<file path="config.mk">
export PLATFORM = sky130hd
export DESIGN_NAME = mdma_host_seq
export DESIGN_NICKNAME = d
export VERILOG_FILES = /design/src/rtl/mdma_pkg.sv /design/src/rtl/mdma_phase_timer.sv /design/src/rtl/mdma_word_counter.sv /design/src/rtl/mdma_host_seq.sv
export SDC_FILE = /design/constraint.sdc
export NUM_CORES = 1
export LEC_CHECK = 0
export BUFFER_PORTS_ARGS = -buffer_cell sky130_fd_sc_hd__clkbuf_2
export CAP_MARGIN = 20
export CELL_PAD_IN_SITES_DETAIL_PLACEMENT = 1
export CELL_PAD_IN_SITES_GLOBAL_PLACEMENT = 1
export CORE_MARGIN = 4
export CORE_UTILIZATION = 39
export DETAILED_ROUTE_END_ITERATION = 12
export PLACE_DENSITY = 0.86
export SLEW_MARGIN = 5
export SYNTH_ARGS = -nofsm -noshare
export SYNTH_HDL_FRONTEND = slang
export SYNTH_HIERARCHICAL = 1
export SYNTH_SLANG_ARGS = --single-unit
</file>
<file path="constraint.sdc">
create_clock -name clk -period 2.8 [get_ports clk]
set_clock_uncertainty 0.15 [all_clocks]
set_input_delay 0.14 -clock clk [delete_from_list [all_inputs] [get_ports clk]]
set_output_delay 0.14 -clock clk [all_outputs]
set_load 0.02 [all_outputs]
</file>
<file path="src/rtl/mdma_pkg.sv">
package mdma_pkg;
   typedef enum logic [2:0] {
      ST_IDLE    = 3'd0,
      ST_SETUP   = 3'd1,
      ST_STROBE  = 3'd2,
      ST_RECOVER = 3'd3,
      ST_RELEASE = 3'd4
   } seq_state_t;
endpackage

</file>
<file path="src/rtl/mdma_phase_timer.sv">
module mdma_phase_timer #(
   parameter int W = 4
) (
   input  logic         clk,
   input  logic         rst_n,
   input  logic         load,
   input  logic [W-1:0] load_val,
   output logic         expired
);
   logic [W-1:0] remain_q;

   always_ff @(posedge clk or negedge rst_n) begin
      if (!rst_n)              remain_q <= '0;
      else if (load)           remain_q <= load_val;
      else if (remain_q != '0) remain_q <= remain_q - 1'b1;
   end

   assign expired = (remain_q == '0);

   // once expired the timer stays expired until reloaded
   a_r5_timer_no_wrap: assert property (@(posedge clk) disable iff (!rst_n)
      (expired && !load) |=> expired);
endmodule

</file>
<file path="src/rtl/mdma_word_counter.sv">
module mdma_word_counter #(
   parameter int CNT_W = 16
) (
   input  logic             clk,
   input  logic             rst_n,
   input  logic             load,
   input  logic [CNT_W-1:0] load_val,
   input  logic             dec,
   output logic             zero,
   output logic             done
);
   logic [CNT_W-1:0] left_q;

   always_ff @(posedge clk or negedge rst_n) begin
      if (!rst_n) begin
         left_q <= '0;
         done   <= 1'b0;
      end else begin
         done <= dec && (left_q == CNT_W'(1));
         if (load)                     left_q <= load_val;
         else if (dec && left_q != '0) left_q <= left_q - 1'b1;
      end
   end

   assign zero = (left_q == '0);

   // done is a single-cycle pulse and coincides with an exhausted count
   a_r10_done_single: assert property (@(posedge clk) disable iff (!rst_n)
      done |=> !done);
   a_r10_done_at_zero: assert property (@(posedge clk) disable iff (!rst_n)
      done |-> zero);
endmodule

</file>
<file path="src/rtl/mdma_host_seq.sv">
module mdma_host_seq
   import mdma_pkg::*;
#(
   parameter int DATA_W    = 16,
   parameter int CNT_W     = 16,
   parameter int SETUP_CYC = 2,
   parameter int ACT_CYC   = 4,
   parameter int REC_CYC   = 3
) (
   input  logic              clk,
   input  logic              rst_n,
   input  logic              cmd_start,
   input  logic              cmd_read,
   input  logic [CNT_W-1:0]  cmd_words,
   output logic              cmd_done,
   input  logic              pio_busy,
   input  logic [1:0]        pio_cs_n,
   input  logic              ata_dmarq,
   output logic              ata_dmack_n,
   output logic              ata_dior_n,
   output logic              ata_diow_n,
   output logic [1:0]        ata_cs_n,
   input  logic [DATA_W-1:0] ata_dd_in,
   output logic [DATA_W-1:0] ata_dd_out,
   output logic              ata_dd_oe,
   output logic              rxf_push,
   output logic [DATA_W-1:0] rxf_data,
   input  logic              rxf_full,
   output logic              txf_pop,
   input  logic [DATA_W-1:0] txf_data,
   input  logic              txf_empty
);
   localparam int LONG_A  = (SETUP_CYC > ACT_CYC) ? SETUP_CYC : ACT_CYC;
   localparam int LONGEST = (LONG_A > REC_CYC) ? LONG_A : REC_CYC;
   localparam int TMR_W   = $clog2(LONGEST) + 1;

   if (SETUP_CYC < 1) begin : g_bad_setup
      $error("SETUP_CYC must be at least 1");
   end
   if (ACT_CYC < 1) begin : g_bad_act
      $error("ACT_CYC must be at least 1");
   end
   if (REC_CYC < 2) begin : g_bad_rec
      $error("REC_CYC must be at least 2 so FIFO flags settle before the next strobe");
   end
   if (DATA_W < 8) begin : g_bad_width
      $error("DATA_W must be at least 8");
   end

   seq_state_t       st_q, st_d;
   logic             rd_q;
   logic             dev_stop_q;
   logic             tmr_load, tmr_exp;
   logic [TMR_W-1:0] tmr_val;
   logic             cnt_zero, accept_cmd, fifo_block, grant_ok;
   logic             strobe_end, granted, end_burst;

   assign accept_cmd = cmd_start && cnt_zero && (st_q == ST_IDLE) && (cmd_words != '0);
   assign fifo_block = rd_q ? rxf_full : txf_empty;
   assign grant_ok   = (st_q == ST_IDLE) && !cnt_zero && ata_dmarq && !pio_busy && !fifo_block;
   assign strobe_end = (st_q == ST_STROBE) && tmr_exp;
   assign end_burst  = cnt_zero || dev_stop_q || !ata_dmarq || fifo_block;
   assign granted    = (st_q == ST_SETUP) || (st_q == ST_STROBE) || (st_q == ST_RECOVER);

   mdma_phase_timer #(.W(TMR_W)) u_timer (
      .clk     (clk),
      .rst_n   (rst_n),
      .load    (tmr_load),
      .load_val(tmr_val),
      .expired (tmr_exp)
   );

   mdma_word_counter #(.CNT_W(CNT_W)) u_count (
      .clk     (clk),
      .rst_n   (rst_n),
      .load    (accept_cmd),
      .load_val(cmd_words),
      .dec     (strobe_end),
      .zero    (cnt_zero),
      .done    (cmd_done)
   );

   always_comb begin
      st_d     = st_q;
      tmr_load = 1'b0;
      tmr_val  = '0;
      unique case (st_q)
         ST_IDLE: if (grant_ok) begin
            st_d = ST_SETUP; tmr_load = 1'b1; tmr_val = TMR_W'(SETUP_CYC - 1);
         end
         ST_SETUP: if (tmr_exp) begin
            st_d = ST_STROBE; tmr_load = 1'b1; tmr_val = TMR_W'(ACT_CYC - 1);
         end
         ST_STROBE: if (tmr_exp) begin
            st_d = ST_RECOVER; tmr_load = 1'b1; tmr_val = TMR_W'(REC_CYC - 1);
         end
         ST_RECOVER: if (tmr_exp) begin
            if (end_burst) st_d = ST_RELEASE;
            else begin
               st_d = ST_SETUP; tmr_load = 1'b1; tmr_val = TMR_W'(SETUP_CYC - 1);
            end
         end
         ST_RELEASE: st_d = ST_IDLE;
         default:    st_d = ST_IDLE;
      endcase
   end

   always_ff @(posedge clk or negedge rst_n) begin
      if (!rst_n) begin
         st_q       <= ST_IDLE;
         rd_q       <= 1'b0;
         dev_stop_q <= 1'b0;
         ata_dd_out <= '0;
         rxf_push   <= 1'b0;
         rxf_data   <= '0;
         txf_pop    <= 1'b0;
      end else begin
         st_q     <= st_d;
         rxf_push <= strobe_end && rd_q;
         txf_pop  <= strobe_end && !rd_q;
         if (accept_cmd) rd_q <= cmd_read;
         if (st_q == ST_IDLE) dev_stop_q <= 1'b0;
         else if (((st_q == ST_STROBE) || (st_q == ST_RECOVER)) && !ata_dmarq)
            dev_stop_q <= 1'b1;
         if (strobe_end && rd_q) rxf_data <= ata_dd_in;
         if ((st_d == ST_SETUP) && (st_q != ST_SETUP) && !rd_q) ata_dd_out <= txf_data;
      end
   end

   assign ata_dmack_n = !granted;
   assign ata_dior_n  = !((st_q == ST_STROBE) && rd_q);
   assign ata_diow_n  = !((st_q == ST_STROBE) && !rd_q);
   assign ata_dd_oe   = granted && !rd_q;

   for (genvar gi = 0; gi < 2; gi++) begin : g_cs
      assign ata_cs_n[gi] = granted ? 1'b1 : pio_cs_n[gi];
   end

   // a grant edge is always preceded by a sampled request
   a_r2_grant_needs_request: assert property (@(posedge clk) disable iff (!rst_n)
      $fell(ata_dmack_n) |-> $past(ata_dmarq));
   // no grant while a register cycle is running
   a_r3_grant_not_in_pio: assert property (@(posedge clk) disable iff (!rst_n)
      $fell(ata_dmack_n) |-> !$past(pio_busy));
   // chip selects inactive for the whole grant
   a_r4_cs_idle_in_grant: assert property (@(posedge clk) disable iff (!rst_n)
      !ata_dmack_n |-> (ata_cs_n == 2'b11));
   // strobes only inside a grant and never both at once
   a_r5_strobe_in_grant: assert property (@(posedge clk) disable iff (!rst_n)
      (!ata_dior_n || !ata_diow_n) |-> (!ata_dmack_n && (ata_dior_n || ata_diow_n)));
   // bus released whenever acknowledge is idle
   a_r7_bus_released: assert property (@(posedge clk) disable iff (!rst_n)
      ata_dmack_n |-> !ata_dd_oe);
   // each read push follows a read strobe rising
   a_r6_push_after_strobe: assert property (@(posedge clk) disable iff (!rst_n)
      rxf_push |-> ($past(!ata_dior_n) && ata_dior_n));
endmodule

</file>
# Word level (Yosys, flattened, before mapping)
# Index checks and enable logic that the tools add are counted.
dict set report op_classes {
  add_sub_neg 2
  mul 0
  div_mod_pow 0
  n_lt_le_gt_ge 0
  eq_ne 6
  shifts 0
  mux 26
  bitwise 0
  n_reduce_logical 42
}
# cell n
set ops {}
lappend ops {{$mux 16} 2}
lappend ops {{$reduce_bool 16->1} 2}
lappend ops {{$mux 3} 7}
lappend ops {{$logic_and 1x1->1} 18}
lappend ops {{$eq 16x1->1 const B} 1}
lappend ops {{$logic_not 16->1} 1}
lappend ops {{$sub 16x1->16 const B} 1}
lappend ops {{$mux 1} 12}
lappend ops {{$pmux 3 s4} 1}
lappend ops {{$logic_not 1->1} 8}
lappend ops {{$pmux 2 s4} 1}
lappend ops {{$eq 3x1->1 const B} 2}
lappend ops {{$eq 3x2->1 const B} 2}
lappend ops {{$logic_not 3->1} 2}
lappend ops {{$logic_or 1x1->1} 6}
lappend ops {{$reduce_bool 2->1} 3}
lappend ops {{$mux 2} 2}
lappend ops {{$ne 3x1->1 const B} 1}
lappend ops {{$pmux 1 s3} 1}
lappend ops {{$reduce_bool 3->1} 1}
lappend ops {{$sub 3x1->3 const B} 1}
lappend ops {{$reduce_or 2->1} 1}
dict set report totals {
  register_bits 59
  latchBits 0
  ram_bits 0
  romBits 0
  inputBits 58
  out_inout_bits 41
  word_cells 86
  mem_count 0
}

# Longest topological paths before layout
dict set report depth {
  ltp_word 11
  depth_mapped 11
  depth_no_buf 11
}

# By module
# Netlist, hierarchy kept.
# mod instances cells_per_inst area_each_um2
set modules_own_cells {}
lappend modules_own_cells {mdma_host_seq 1 124 1786.7}
lappend modules_own_cells {mdma_word_counter 1 128 1146.1}
lappend modules_own_cells {mdma_phase_timer 1 21 201.4}

# Worst setup path after synthesis
# Ideal clock, no wire load.
dict set report synth_path {
  path_type {register -> register}
  from {register u_count.left_q[0]}
  to {register u_timer.remain_q[0]}
  arrival_ps 2228
  setup_slack_ps 285
  stages_incl_launch_ff 12
  path_buffers 0
  synth_period_minus_slack_ps 2515
  cell_sequence {dfrtp_1 inv_1 ha_1 nor3b_1 nand4_1 inv_1 nor2b_1 o211ai_1 a21oi_1 or2_2 nor4b_1 a221oi_1}
}
dict set report synth_via {
  elab_chain_len 9
}
# element line_no
set synth_lines {}
lappend synth_lines {{from (decl)} mdma_word_counter.sv:12} ;# logic [CNT_W-1:0] left_q;
lappend synth_lines {{from (signal assigned)} mdma_word_counter.sv:20} ;# if (load) left_q <= load_val;
lappend synth_lines {{from (signal assigned)} mdma_word_counter.sv:21} ;# else if (dec && left_q != '0) left_q <= left_q - 1'b1;
lappend synth_lines {{$logic_not 16->1 *} mdma_word_counter.sv:25} ;# assign zero = (left_q == '0);
lappend synth_lines {{via cnt_zero} mdma_host_seq.sv:55} ;# logic cnt_zero, accept_cmd, fifo_block, grant_ok;
lappend synth_lines {{$logic_not 1->1} mdma_host_seq.sv:60} ;# assign grant_ok = (st_q == ST_IDLE) && !cnt_zero && ata_dmarq && !pio_busy && !fifo_block;
lappend synth_lines {{$logic_and 1x1->1 (4 in a row)} mdma_host_seq.sv:60}
lappend synth_lines {{$mux 1} mdma_host_seq.sv:88} ;# ST_IDLE: if (grant_ok) begin
lappend synth_lines {{$pmux 2 s4 *} mdma_host_seq.sv:87} ;# unique case (st_q)
lappend synth_lines {{via tmr_val[0]} mdma_host_seq.sv:54} ;# logic [TMR_W-1:0] tmr_val;
lappend synth_lines {{$mux 3 *} mdma_phase_timer.sv:14} ;# else if (load) remain_q <= load_val;
lappend synth_lines {{to (signal assigned)} mdma_phase_timer.sv:14}
lappend synth_lines {{to (signal assigned)} mdma_phase_timer.sv:15} ;# else if (remain_q != '0) remain_q <= remain_q - 1'b1;
lappend synth_lines {{to (decl)} mdma_phase_timer.sv:10} ;# logic [W-1:0] remain_q;
# The timed path passes the listed nets; every way through them passes the cells marked *.
# A chain may end at the register's enable or synchronous reset.

# Worst setup path in the final report
dict set report layout_path {
  from {register u_timer.remain_q[0]}
  to {register u_count.left_q[14]}
}
dict set report layout_via {
  elab_chain_len 4
}
# element line_no
set layout_lines {}
lappend layout_lines {{$logic_not 3->1} mdma_phase_timer.sv:18} ;# assign expired = (remain_q == '0);
lappend layout_lines {{via tmr_exp} mdma_host_seq.sv:53} ;# logic tmr_load, tmr_exp;
lappend layout_lines {{$logic_and 1x1->1} mdma_host_seq.sv:61} ;# assign strobe_end = (st_q == ST_STROBE) && tmr_exp;
lappend layout_lines {{via strobe_end} mdma_host_seq.sv:56} ;# logic strobe_end, granted, end_burst;
lappend layout_lines {{$logic_and 1x1->1} mdma_word_counter.sv:21}
lappend layout_lines {{$reduce_bool 2->1 (no line)} n/a}
# The timed path passes the listed nets, and every way through them passes these cells.

==> results.sh <==
export IMPL_result_of_the_run="complete, no violations"
export IMPL_worst_endpoint_required_ns=2.92
export IMPL_mappedNetlistNets=335
export IMPL_netlist_top_cells_area="sky130_fd_sc_hd__dfrtp_1, sky130_fd_sc_hd__mux2_2, sky130_fd_sc_hd__mux2_4, sky130_fd_sc_hd__nor2_1, sky130_fd_sc_hd__nand2_1"
export IMPL_die_width_um=97.6
export IMPL_worstHoldPathCells=4
export IMPL_synth_sequential_area_ratio=0.471
export IMPL_synth_async_reset_ratio=1.00
export IMPL_mappedNetlistArea_sq_mm=0.00313
export IMPL_place_detailed_hpwl_um=6970
export IMPL_synth_warning_count=6
export IMPL_finish_utilization=0.591
export IMPL_antenna_found_initial=0
export IMPL_vias_per_cell=5.55
export IMPL_setup_worst_path_class="reg2reg"
export IMPL_wl_per_cell_um=23.8
export IMPL_detail_route_wirelength_um=12900
export IMPL_achievable_frequency_ghz=0.367
export IMPL_power_leakage_nw=2.08
export IMPL_hold_path_class="in2reg"
export IMPL_timing_final_hold_violations=0
export IMPL_detail_route_antenna_nets=0
export IMPL_largest_net_degree_at_the_start_of_global_routing=29
export IMPL_die_h_um=97.6
export IMPL_critical_path_at_ns=2.84
export IMPL_worstRegToRegCells=9
export IMPL_postSynthRegisterBits=59
export IMPL_endpoint_kind="register"
export IMPL_ctsLongestPathBuffers=2
export IMPL_reg_to_reg_start="u_timer/remain_q[0]"
export IMPL_setup_viol=0
export IMPL_grt_util_all_layers=0.268
export IMPL_power_ir_vdd_worst_mv=0.323
export IMPL_synth_lib_cells_used_distinct=69
export IMPL_proportion_of_layout_cells_with_a_drive_suffix_above_1=0.442
export IMPL_drc=0
export IMPL_clk_transition_reported_paths_ns=0.09
export IMPL_initial_core_util=0.404
export IMPL_power_density_mw_per_mm2=828
export IMPL_globalplace_congestion=0.915
export IMPL_synth_edff_count=0
export IMPL_cts_sink_count=59
export IMPL_cts_tree="yes"
export IMPL_worst_slack_ns=0.0769
export IMPL_place_ws_ns=0.0805
export IMPL_synthCells=273
export IMPL_slew_violations=0
export IMPL_cts_root_buffer="sky130_fd_sc_hd__clkbuf_8"
export IMPL_grt_total_ovfl=0
export IMPL_cts_htree_levels=3
export IMPL_top_level_ports=99
export IMPL_synth_largest_type_area_fraction=0.471
export IMPL_synth_top_cell_by_area="sky130_fd_sc_hd__dfrtp_1"
export IMPL_final_setup_tns_ns=0
export IMPL_placementRows=32
export IMPL_finalNetCount=498
export IMPL_num_antenna_cells=0
export IMPL_rr_endpoint="u_count/left_q[14]"
export IMPL_reg2reg_slack_ns=0.08
export IMPL_drtIter0Drc=227
export IMPL_synthToLayoutAreaGrowth_pct=46.5
export IMPL_grt_pass1_wl_um=19400
export IMPL_die_area_sq_mm=0.00953
export IMPL_timing_max_cap_violations=0
export IMPL_period_share=0.973
export IMPL_routed_via_count=3016
export IMPL_whs_endpoint="dev_stop_q"
export IMPL_core_area_sq_mm=0.00777
export IMPL_drt_first_pass_iters=4
export IMPL_synth_main_ff_cell="sky130_fd_sc_hd__dfrtp_1"
export IMPL_numPortBuffers=98
export IMPL_timing_final_crit_period_ns=2.72
export IMPL_max_slew_margin_rel=0.657
export IMPL_critical_path_startpoint_type="register"
export IMPL_worstSkewPairLatency_ns=0.36
export IMPL_tightestPinTransition_ns=0.510
export IMPL_synthesized_area_per_cell_sq_um=11.5
export IMPL_crit_path_max_fanout=7
export IMPL_cts_buffers_inserted=9
export IMPL_grt_pass1_vias=3340
export IMPL_worst_hold_startpoint="ata_dmarq"
[cell usage after synthesis, types with 3 or more instances]
cell,instances
sky130_fd_sc_hd__dfrtp_1,59
sky130_fd_sc_hd__mux2_2,22
sky130_fd_sc_hd__nor2_1,15
sky130_fd_sc_hd__nand2_1,14
sky130_fd_sc_hd__inv_1,13
sky130_fd_sc_hd__mux2_4,10
sky130_fd_sc_hd__nand3_1,9
sky130_fd_sc_hd__a31oi_1,8
sky130_fd_sc_hd__nor4_1,8
sky130_fd_sc_hd__a21oi_1,6
sky130_fd_sc_hd__clkbuf_1,6
sky130_fd_sc_hd__o21ai_0,6
sky130_fd_sc_hd__nor2b_1,5
sky130_fd_sc_hd__or3_1,5
sky130_fd_sc_hd__ha_1,4
sky130_fd_sc_hd__nand4_1,4
sky130_fd_sc_hd__o31ai_1,4
sky130_fd_sc_hd__buf_6,3
sky130_fd_sc_hd__nand2b_1,3
sky130_fd_sc_hd__nor3_1,3
sky130_fd_sc_hd__o211ai_1,3
sky130_fd_sc_hd__or4_1,3
[flip-flops by register name, indices dropped and copies added, names as in the netlist]
register / cells
txf_pop: 1
u_count/left_q: 16
rxf_data: 16
ata_dd_out: 16
dev_stop_q: 1
st_q: 3
rxf_push: 1
u_count/done: 1
rd_q: 1
u_timer/remain_q: 3
[cell usage in the layout (no fill, tap or decap), types with 3 or more instances in the layout]
master	count
sky130_fd_sc_hd__ha_1	3
sky130_fd_sc_hd__nor4_1	7
sky130_fd_sc_hd__o21ai_0	6
sky130_fd_sc_hd__nand2b_1	3
sky130_fd_sc_hd__nor2b_1	5
sky130_fd_sc_hd__dfrtp_1	59
sky130_fd_sc_hd__nand2_1	14
sky130_fd_sc_hd__inv_1	9
sky130_fd_sc_hd__clkinvlp_4	3
sky130_fd_sc_hd__nor2_1	14
sky130_fd_sc_hd__clkbuf_8	9
sky130_fd_sc_hd__nor3_1	3
sky130_fd_sc_hd__inv_2	3
sky130_fd_sc_hd__dlygate4sd3_1	50
sky130_fd_sc_hd__nand3_1	9
sky130_fd_sc_hd__o31ai_1	4
sky130_fd_sc_hd__a21oi_1	6
sky130_fd_sc_hd__nand4_1	4
sky130_fd_sc_hd__or3_1	5
sky130_fd_sc_hd__clkinv_4	3
sky130_fd_sc_hd__mux2_2	22
sky130_fd_sc_hd__or4_1	3
sky130_fd_sc_hd__clkbuf_2	98
sky130_fd_sc_hd__nor4b_2	3
sky130_fd_sc_hd__buf_4	15
sky130_fd_sc_hd__a31oi_1	8
sky130_fd_sc_hd__o211ai_1	3
sky130_fd_sc_hd__mux2_4	10
[through the flow]
step	total power, mW	instance area (sq um)	instances	hold slack (ns)
finish	3.80	4590	543	0.0349
CTS	3.59	4480	536	0.0166
global route	3.96	4590	543	0.0765
floorplan	2.19	3130	273	-0.306
global placement	2.53	3750	470	-0.0259
detailed placement	2.63	3750	470	-0.0247
[cell families (layout without fill, tap and decap cells)]
| kind of cell | after synthesis | after routing | share of synthesized area |
|---|---|---|---|
| AOI/OAI and AO/OA | 45 | 45 | 0.107 |
| xor gates and xnor gates | 1 | 1 | 0.00279 |
| adders and majority gates | 4 | 4 | 0.0160 |
| buffers and inverters | 27 | 195 | 0.0463 |
| DFF | 59 | 59 | 0.471 |
| muxes | 35 | 35 | 0.145 |
| other | 1 | 1 | 0.00120 |
| and+or+nand+nor | 101 | 101 | 0.211 |
[critical path, cell delays in order (launching register included)]
cell and delay (ns):
sky130_fd_sc_hd__dfrtp_1 0.41, sky130_fd_sc_hd__inv_1 0.12, sky130_fd_sc_hd__ha_1 0.22, sky130_fd_sc_hd__nand2b_1 0.15
sky130_fd_sc_hd__inv_2 0.16, sky130_fd_sc_hd__and3_4 0.23, sky130_fd_sc_hd__and4bb_2 0.28, sky130_fd_sc_hd__nand2_1 0.17
sky130_fd_sc_hd__or4_1 0.53, sky130_fd_sc_hd__a31oi_1 0.23
[worst max-delay path by stage]
stage,from,endpoint
2_1_floorplan,u_count/left_q[0],u_timer/remain_q[0]
3_3_place_gp,u_timer/remain_q[0],u_count/left_q[13]
3_5_place_dp,u_timer/remain_q[0],u_count/left_q[13]
4_1_cts,u_timer/remain_q[0],u_count/left_q[13]
5_1_grt,u_timer/remain_q[0],u_count/left_q[14]
6_report,u_timer/remain_q[0],u_count/left_q[14]
[metal layers]
layer | GRT usage | wire length [um] | vias to the layer above
li1 | - | - | 1334
met1 | 0.279 | 4650 | 1475
met2 | 0.492 | 6830 | 160
met3 | 0.0625 | 680 | 47
met4 | 0.150 | 764 | 0
met5 | 0 | 0 | -
[area by class of cell]
cell class	count	area, sq um
timing repair inverter	2	15.0
inverter	13	52.6
timing repair buffer	164	1120
tap	102	128
clock buffer	9	124
sequential	59	1480
clock inverter	7	100
fill	858	3180
multi-input combinational	187	1570
[where the power goes]
group / switching, mW / leakage, nW / internal, mW
combinational: 0.839 / 1.30 / 0.714
clock: 0.434 / 0.114 / 0.508
sequential: 0.241 / 0.662 / 1.06
[repair_timing]
item                                   in CTS  in global routing
hold buffers                               50                  0
gates resized for setup                     0                 18
setup endpoints to repair                   0                 19
endpoints found under the hold margin      65                  0
buffers inserted                            0                  5
Note: power is estimated with default switching activity, not from simulation.
